--- config.mk ---
export PLATFORM = sky130hd
export DESIGN_NAME = hiccup_supervisor
export DESIGN_NICKNAME = d
export VERILOG_FILES = /design/src/rtl/hs_pkg.sv /design/src/rtl/ss_ramp.sv /design/src/rtl/retry_counter.sv /design/src/rtl/hs_ctrl.sv /design/src/rtl/hiccup_supervisor.sv
export SDC_FILE = /design/constraint.sdc
export NUM_CORES = 1
export LEC_CHECK = 0
export ABC_AREA = 0
export CAP_MARGIN = 30
export CORE_ASPECT_RATIO = 1.2
export CORE_MARGIN = 3
export CORE_UTILIZATION = 40
export CTS_CLUSTER_SIZE = 30
export DETAILED_ROUTE_END_ITERATION = 10
export SLEW_MARGIN = 20
export SYNTH_ARGS = -nofsm -noshare
export SYNTH_HDL_FRONTEND = slang
export SYNTH_SLANG_ARGS = --single-unit
--- constraint.sdc ---
create_clock -name clk -period 5.75 [get_ports clk]
set_clock_uncertainty 0.2 [all_clocks]
set_input_delay 1.15 -clock clk [delete_from_list [all_inputs] [get_ports clk]]
set_output_delay 1.15 -clock clk [all_outputs]
set_load 0.02 [all_outputs]
--- src/rtl/hs_pkg.sv ---
// Package: shared types for the hiccup supervisor.
// Assumes: nothing beyond IEEE 1800-2017.
package hs_pkg;

    // Supervisor states
    typedef enum logic [2:0] {
        ST_POR  = 3'd0,   // power-on reset held
        ST_RAMP = 3'd1,   // soft-start rising, outputs enabled
        ST_RUN  = 3'd2,   // soft-start done, normal operation
        ST_PEND = 3'd3,   // event seen during rise, finishing the climb inhibited
        ST_DIS  = 3'd4,   // discharging after a counted event
        ST_OFF  = 3'd5    // latched off
    } hs_state_e;

    // Soft-start level counter commands
    typedef enum logic [1:0] {
        SS_HOLD  = 2'd0,
        SS_UP    = 2'd1,
        SS_DOWN  = 2'd2,
        SS_CLEAR = 2'd3
    } ss_mode_e;

endpackage

--- src/rtl/ss_ramp.sv ---
// Module: ss_ramp
// Digital soft-start level. It rises one step every RISE_DIV clocks and
// falls one step every FALL_DIV clocks, saturating at 0 and at the top.
// Assumes: RISE_DIV and FALL_DIV are at least 1; the caller picks the mode
// every cycle.
module ss_ramp
    import hs_pkg::*;
#(
    parameter int LEVEL_W  = 8,
    parameter int RISE_DIV = 4,
    parameter int FALL_DIV = 16
) (
    input  logic               clk,
    input  logic               rst_n,
    input  ss_mode_e           mode,
    output logic [LEVEL_W-1:0] level,
    output logic               at_top,
    output logic               at_zero
);
    localparam int DIV_MAX = (RISE_DIV > FALL_DIV) ? RISE_DIV : FALL_DIV;
    localparam int DIV_W   = (DIV_MAX < 2) ? 1 : $clog2(DIV_MAX);
    localparam logic [LEVEL_W-1:0] LEVEL_TOP  = {LEVEL_W{1'b1}};
    localparam logic [DIV_W-1:0]   RISE_LAST  = DIV_W'(RISE_DIV - 1);
    localparam logic [DIV_W-1:0]   FALL_LAST  = DIV_W'(FALL_DIV - 1);

    logic [DIV_W-1:0] div_q;

    // Level and step-divider update per mode
    always_ff @(posedge clk) begin
        if (!rst_n) begin
            level <= '0;
            div_q <= '0;
        end else begin
            case (mode)
                SS_CLEAR: begin
                    level <= '0;
                    div_q <= '0;
                end
                SS_UP: begin
                    if (div_q >= RISE_LAST) begin
                        div_q <= '0;
                        if (level != LEVEL_TOP) level <= level + 1'b1;
                    end else begin
                        div_q <= div_q + 1'b1;
                    end
                end
                SS_DOWN: begin
                    if (div_q >= FALL_LAST) begin
                        div_q <= '0;
                        if (level != '0) level <= level - 1'b1;
                    end else begin
                        div_q <= div_q + 1'b1;
                    end
                end
                default: begin
                    div_q <= '0;
                end
            endcase
        end
    end

    // Level flags
    always_comb begin
        at_top  = (level == LEVEL_TOP);
        at_zero = (level == '0);
    end

endmodule

--- src/rtl/retry_counter.sv ---
// Module: retry_counter
// Counts accepted over-current events and holds the fault latch and the
// over-voltage latch. The clear input (power-on reset) has priority.
// Assumes: count_ev is a single-cycle pulse; RETRY_LIMIT is at least 1.
module retry_counter #(
    parameter int RETRY_LIMIT = 3
) (
    input  logic clk,
    input  logic rst_n,
    input  logic clr,
    input  logic count_ev,
    input  logic ov_set,
    output logic last_try,
    output logic fault,
    output logic ov_latched
);
    localparam int CNT_W = (RETRY_LIMIT < 2) ? 1 : $clog2(RETRY_LIMIT + 1);
    localparam logic [CNT_W-1:0] CNT_LAST = CNT_W'(RETRY_LIMIT - 1);
    localparam logic [CNT_W-1:0] CNT_FULL = CNT_W'(RETRY_LIMIT);

    logic [CNT_W-1:0] cnt_q;

    // Next event reaches the limit
    always_comb last_try = (cnt_q == CNT_LAST);

    // Event counter, saturating at the limit
    always_ff @(posedge clk) begin
        if (!rst_n || clr) begin
            cnt_q <= '0;
        end else if (count_ev && (cnt_q != CNT_FULL)) begin
            cnt_q <= cnt_q + 1'b1;
        end
    end

    // Fault latch: set by the last retry or by over-voltage
    always_ff @(posedge clk) begin
        if (!rst_n || clr) begin
            fault <= 1'b0;
        end else if (ov_set || (count_ev && last_try)) begin
            fault <= 1'b1;
        end
    end

    // Over-voltage latch holding the lower switch on
    always_ff @(posedge clk) begin
        if (!rst_n || clr) begin
            ov_latched <= 1'b0;
        end else if (ov_set) begin
            ov_latched <= 1'b1;
        end
    end

endmodule

--- src/rtl/hs_ctrl.sv ---
// Module: hs_ctrl
// Hiccup sequencing state machine. It accepts events only while the
// outputs are enabled, finishes an interrupted climb before it discharges,
// and latches off on the last retry or on over-voltage.
// Assumes: the inputs are synchronous; at_top and at_zero come from ss_ramp.
module hs_ctrl
    import hs_pkg::*;
(
    input  logic      clk,
    input  logic      rst_n,
    input  logic      por,
    input  logic      oc,
    input  logic      uv,
    input  logic      ov,
    input  logic      at_top,
    input  logic      at_zero,
    input  logic      last_try,
    output ss_mode_e  mode,
    output logic      count_ev,
    output logic      ov_set,
    output logic      inhibit
);
    hs_state_e state_q, state_d;
    logic      event_now;

    // Under-voltage counts only once soft-start is complete
    always_comb event_now = oc || (uv && at_top);

    // Next state and event pulses
    always_comb begin
        state_d  = state_q;
        count_ev = 1'b0;
        ov_set   = 1'b0;
        if (por) begin
            state_d = ST_POR;
        end else if (ov) begin
            ov_set  = 1'b1;
            state_d = ST_OFF;
        end else begin
            case (state_q)
                ST_POR: state_d = ST_RAMP;
                ST_RAMP: begin
                    if (event_now && at_top) begin
                        count_ev = 1'b1;
                        state_d  = last_try ? ST_OFF : ST_DIS;
                    end else if (event_now) begin
                        state_d = ST_PEND;
                    end else if (at_top) begin
                        state_d = ST_RUN;
                    end
                end
                ST_RUN: begin
                    if (event_now) begin
                        count_ev = 1'b1;
                        state_d  = last_try ? ST_OFF : ST_DIS;
                    end
                end
                ST_PEND: begin
                    if (at_top) begin
                        count_ev = 1'b1;
                        state_d  = last_try ? ST_OFF : ST_DIS;
                    end
                end
                ST_DIS: begin
                    if (at_zero) state_d = ST_RAMP;
                end
                ST_OFF:  state_d = ST_OFF;
                default: state_d = ST_POR;
            endcase
        end
    end

    // State register
    always_ff @(posedge clk) begin
        if (!rst_n) state_q <= ST_POR;
        else        state_q <= state_d;
    end

    // Level command and inhibit from the current state
    always_comb begin
        inhibit = 1'b1;
        mode    = SS_CLEAR;
        if (por) begin
            mode = SS_CLEAR;
        end else begin
            case (state_q)
                ST_RAMP: begin mode = SS_UP;   inhibit = 1'b0; end
                ST_RUN:  begin mode = SS_HOLD; inhibit = 1'b0; end
                ST_PEND: mode = SS_UP;
                ST_DIS:  mode = SS_DOWN;
                ST_OFF:  mode = SS_DOWN;
                default: mode = SS_CLEAR;
            endcase
        end
    end

endmodule

--- src/rtl/hiccup_supervisor.sv ---
// Module: hiccup_supervisor (top)
// Fault supervisor with hiccup retry, retry count and latch-off.
// Assumes: all comparator inputs are debounced and synchronous to clk.
module hiccup_supervisor
    import hs_pkg::*;
#(
    parameter int LEVEL_W     = 8,
    parameter int RISE_DIV    = 4,
    parameter int FALL_DIV    = 16,
    parameter int RETRY_LIMIT = 3
) (
    input  logic               clk,
    input  logic               rst_n,
    input  logic               por_i,
    input  logic               oc_i,
    input  logic               uv_i,
    input  logic               ov_i,
    input  logic               early_ov_i,
    output logic               inhibit_o,
    output logic [LEVEL_W-1:0] ss_level_o,
    output logic               ss_done_o,
    output logic               low_force_o,
    output logic               fault_o
);
    ss_mode_e mode;
    logic     at_top, at_zero, last_try, count_ev, ov_set, ov_latched;

    hs_ctrl u_ctrl (
        .clk      (clk),
        .rst_n    (rst_n),
        .por      (por_i),
        .oc       (oc_i),
        .uv       (uv_i),
        .ov       (ov_i),
        .at_top   (at_top),
        .at_zero  (at_zero),
        .last_try (last_try),
        .mode     (mode),
        .count_ev (count_ev),
        .ov_set   (ov_set),
        .inhibit  (inhibit_o)
    );

    ss_ramp #(
        .LEVEL_W  (LEVEL_W),
        .RISE_DIV (RISE_DIV),
        .FALL_DIV (FALL_DIV)
    ) u_ramp (
        .clk     (clk),
        .rst_n   (rst_n),
        .mode    (mode),
        .level   (ss_level_o),
        .at_top  (at_top),
        .at_zero (at_zero)
    );

    retry_counter #(
        .RETRY_LIMIT (RETRY_LIMIT)
    ) u_retry (
        .clk        (clk),
        .rst_n      (rst_n),
        .clr        (por_i),
        .count_ev   (count_ev),
        .ov_set     (ov_set),
        .last_try   (last_try),
        .fault      (fault_o),
        .ov_latched (ov_latched)
    );

    // Output flags
    always_comb begin
        ss_done_o   = at_top;
        low_force_o = ov_latched || (por_i && early_ov_i);
    end

endmodule

==> metrics.csv <==
metric,value,unit
Max H-tree Level,1,
hpwl dp,2820,um
starting utilization of the core area,42.5,%
core area,0.00369,mm^2
post-route cell area,0.00180,mm^2
CTS Hold Buffers Added,0,
post-route antenna net violation count,0,
number of gates resized after CTS,0,
"CP delay by family, top",adder cells,
number of global-route vias before repair,1442,
first-pass GRT wire length,6150,um
total global-route track usage,16.1,%
CTS tree,built,
post-synthesis cell type count,57,
DP Area,0.00176,mm^2
share of cells above drive strength 1,6.07,%
Final period util,72.6,%
ranking of synthesized cells by area,"dfxtp_1, ha_1, nor2_1, nand2b_1, a21oi_1",
io pins,19,
top cell type's share of synthesized area,24.2,%
DR pass1 iterations,4,
clock-pin slew on the worst setup and hold paths,0.08,ns
maxcap violations,0,
simple-gate share of the synthesized area,30.3,%
FF-to-FF Start,u_ctrl.state_q[1],
area delta synth->final,14.7,%
Synth Area in Adders,9.48,%
Bufs and invs on worst path,1,
largest family of logic cells by synthesized area,simple AND/OR/NAND/NOR gates,
largest net degree at the start of global routing,19,
Post-Syn Area per Cell,7.77,um^2
Setup TNS,0,ns
Port Buffer Count,18,
minimum clock period,4.17,ns
GR Overflow Total,0,
Compound-Gate Fraction of Synth Area,24.9,%
Lkg Pwr,0.669,nW
crit path capture type,flop,
Vias,1486,
ANT cells,0,
Worst Hold Margin,0.279,ns
CP max stage delay,0.49,ns
"Hold Violations, Final",0,
Inserted Clock Buffers,3,
initial antenna violation count,0,
post-synthesis sequential area ratio,24.2,%
Final setup viols,0,
crit-path max FO,18,
Yosys top cell by area,dfxtp_1,
"IR drop worst, VDD",88.0,uV
worst hold path class,reg -> reg,
Cell Pwr Density,160,mW/mm^2
clock buffer depth,2,
Yosys reg bits,19,
Post-synth EDFFs,0,
CP Cell Sequence,clkdlybuf4s50_1 > nor2_1 > o21ai_0 > ha_1 > ha_1 > nor4bb_1 > o32ai_1 > o221a_1 > nor3_1 > o21bai_1 > nand3_1,
Worst setup SP type,primary input,
wire per inst,14.1,um
Critical Path RT,5.70,ns
TritonCTS Sinks,19,
initial DRC count,135,
Finished Layout Cells,266,
RePlAce Congestion,0.811,
outcome,completed,
Yosys warning total,0,
via-per-instance ratio,5.59,
Post-synth ARST share,0,%
fin. max-slew vios,0,
syn nets,220,
clock root buffer,clkbuf_8,
nets,233,
Post-synth top flop,dfxtp_1,
placed instance count,262,
Die X,63.2,um
Die Area,0.00472,mm^2
RSZ-0062 raised after global routing,false,
critical path type,in -> reg,
Crit-path slowest cell,ha_1,
multiplexer share of the synthesized area,0.637,%
xor/xnor share of the synthesized area,3.35,%
Clock Latency Late Sink,0.26,ns
Fmax,240,MHz
Worst Tran Pin Value,0.648,ns
"Top cell by count, worst path",ha_1,
hold_sp,u_retry.fault,
number of remaining DRC errors,0,
worst path arrival time,4.12,ns
Post-Syn Area,0.00157,mm^2
final WL,3750,um
Post-CTS Setup Inserts,0,
DIE HEIGHT,74.6,um
# rows,24,
overall power,0.000287,W
worst relative slew slack,56.8,%
Mapped Cells,202,
Setup crit start,por_i,
registers in the layout (all words and copies together), names as in the netlist:
| name | count |
|---|---|
| u_retry.cnt_q | 2 |
| u_retry.fault | 1 |
| u_ramp.div_q | 4 |
| u_ramp.level | 8 |
| u_ctrl.state_q | 3 |
| u_retry.ov_latched | 1 |
worst paths after layout:
check	endpoint	slack, ns	depth (start not counted)
setup / recovery	u_ramp.level[7]	1.58	11
hold / removal	u_retry.fault	0.28	2
setup reg to reg	u_ramp.level[5]	2.25	12
hold reg to reg	u_retry.fault	0.28	2
synth_stat cells, types with 3 or more instances:
| master | instances |
|---|---|
| xnor2_1 | 4 |
| o21ai_0 | 9 |
| nand2_1 | 8 |
| nor2_1 | 22 |
| nor3b_1 | 3 |
| clkbuf_1 | 3 |
| buf_4 | 3 |
| inv_1 | 14 |
| nand2b_1 | 11 |
| nand3_1 | 11 |
| ha_1 | 11 |
| nor2b_1 | 6 |
| a21oi_1 | 13 |
| buf_2 | 3 |
| dfxtp_1 | 19 |
| nor3_1 | 6 |
| a31oi_1 | 3 |
| a21boi_1 | 3 |
layout by cell type, fill, tap and decap left out, types with 3 or more instances in the layout:
cell             instances
nor2_1                  22
a21boi_1                 3
clkbuf_8                 3
nand3_1                 11
a31oi_1                  3
xnor2_1                  4
nand2b_1                11
ha_1                    11
dfxtp_1                 19
nor3b_1                  3
inv_1                   14
o21ai_0                  9
nor2b_1                  6
a21oi_1                 13
nor3_1                   6
nand2_1                  8
clkdlybuf4s50_1         18
final cells by class:
type                            count  area [um^2]
Fill cell                         396         1890
Multi-Input combinational cell    159         1080
Sequential cell                    19          380
Timing Repair Buffer               18          180
Tap cell                           52         65.1
Inverter                           14         52.6
Clock buffer                        3         41.3
Clock inverter                      1         5.00
metrics by stage:
stage          util [%]  worst slack (ns)
2_1_floorplan         -              2.31
3_3_place_gp       47.5              1.45
3_5_place_dp       47.5              1.30
4_1_cts            48.8              1.58
5_1_grt            48.8              1.36
6_report           48.8              1.58
logic make-up (layout without fill, tap and decap cells):
logic type	count (synthesis)	count (layout)
xor+xnor	6	6
fa+ha+maj	12	12
mux	1	1
simple gates	84	84
flops	19	19
compound gates	56	56
buf+inv	24	36
power by group:
part           switching [W]  internal [W]  leakage, nW   total, W
registers         0.00000471      0.000134        0.154   0.000139
logic              0.0000296     0.0000222        0.490  0.0000518
clock network      0.0000487     0.0000482       0.0255  0.0000970
worst register-to-register path: stages, from the launching register on:
cell and delay (ns):
dfxtp_1 0.55, nand2b_1 0.14, mux2i_1 0.17, nand2b_1 0.10, inv_1 0.10, ha_1 0.58
ha_1 0.42, nor4bb_1 0.18, o32ai_1 0.34, o22ai_1 0.16, or2_0 0.22, a32oi_1 0.18
nor2b_1 0.07
layer usage:
layer,vias up,routed length (um),track usage [%]
li1,752,-,-
met4,0,39,5.28
met2,36,1810,30.2
met3,5,170,2.69
met5,-,0,0
met1,693,1730,18.8
No activity file was read; power rests on OpenSTA's default activity.
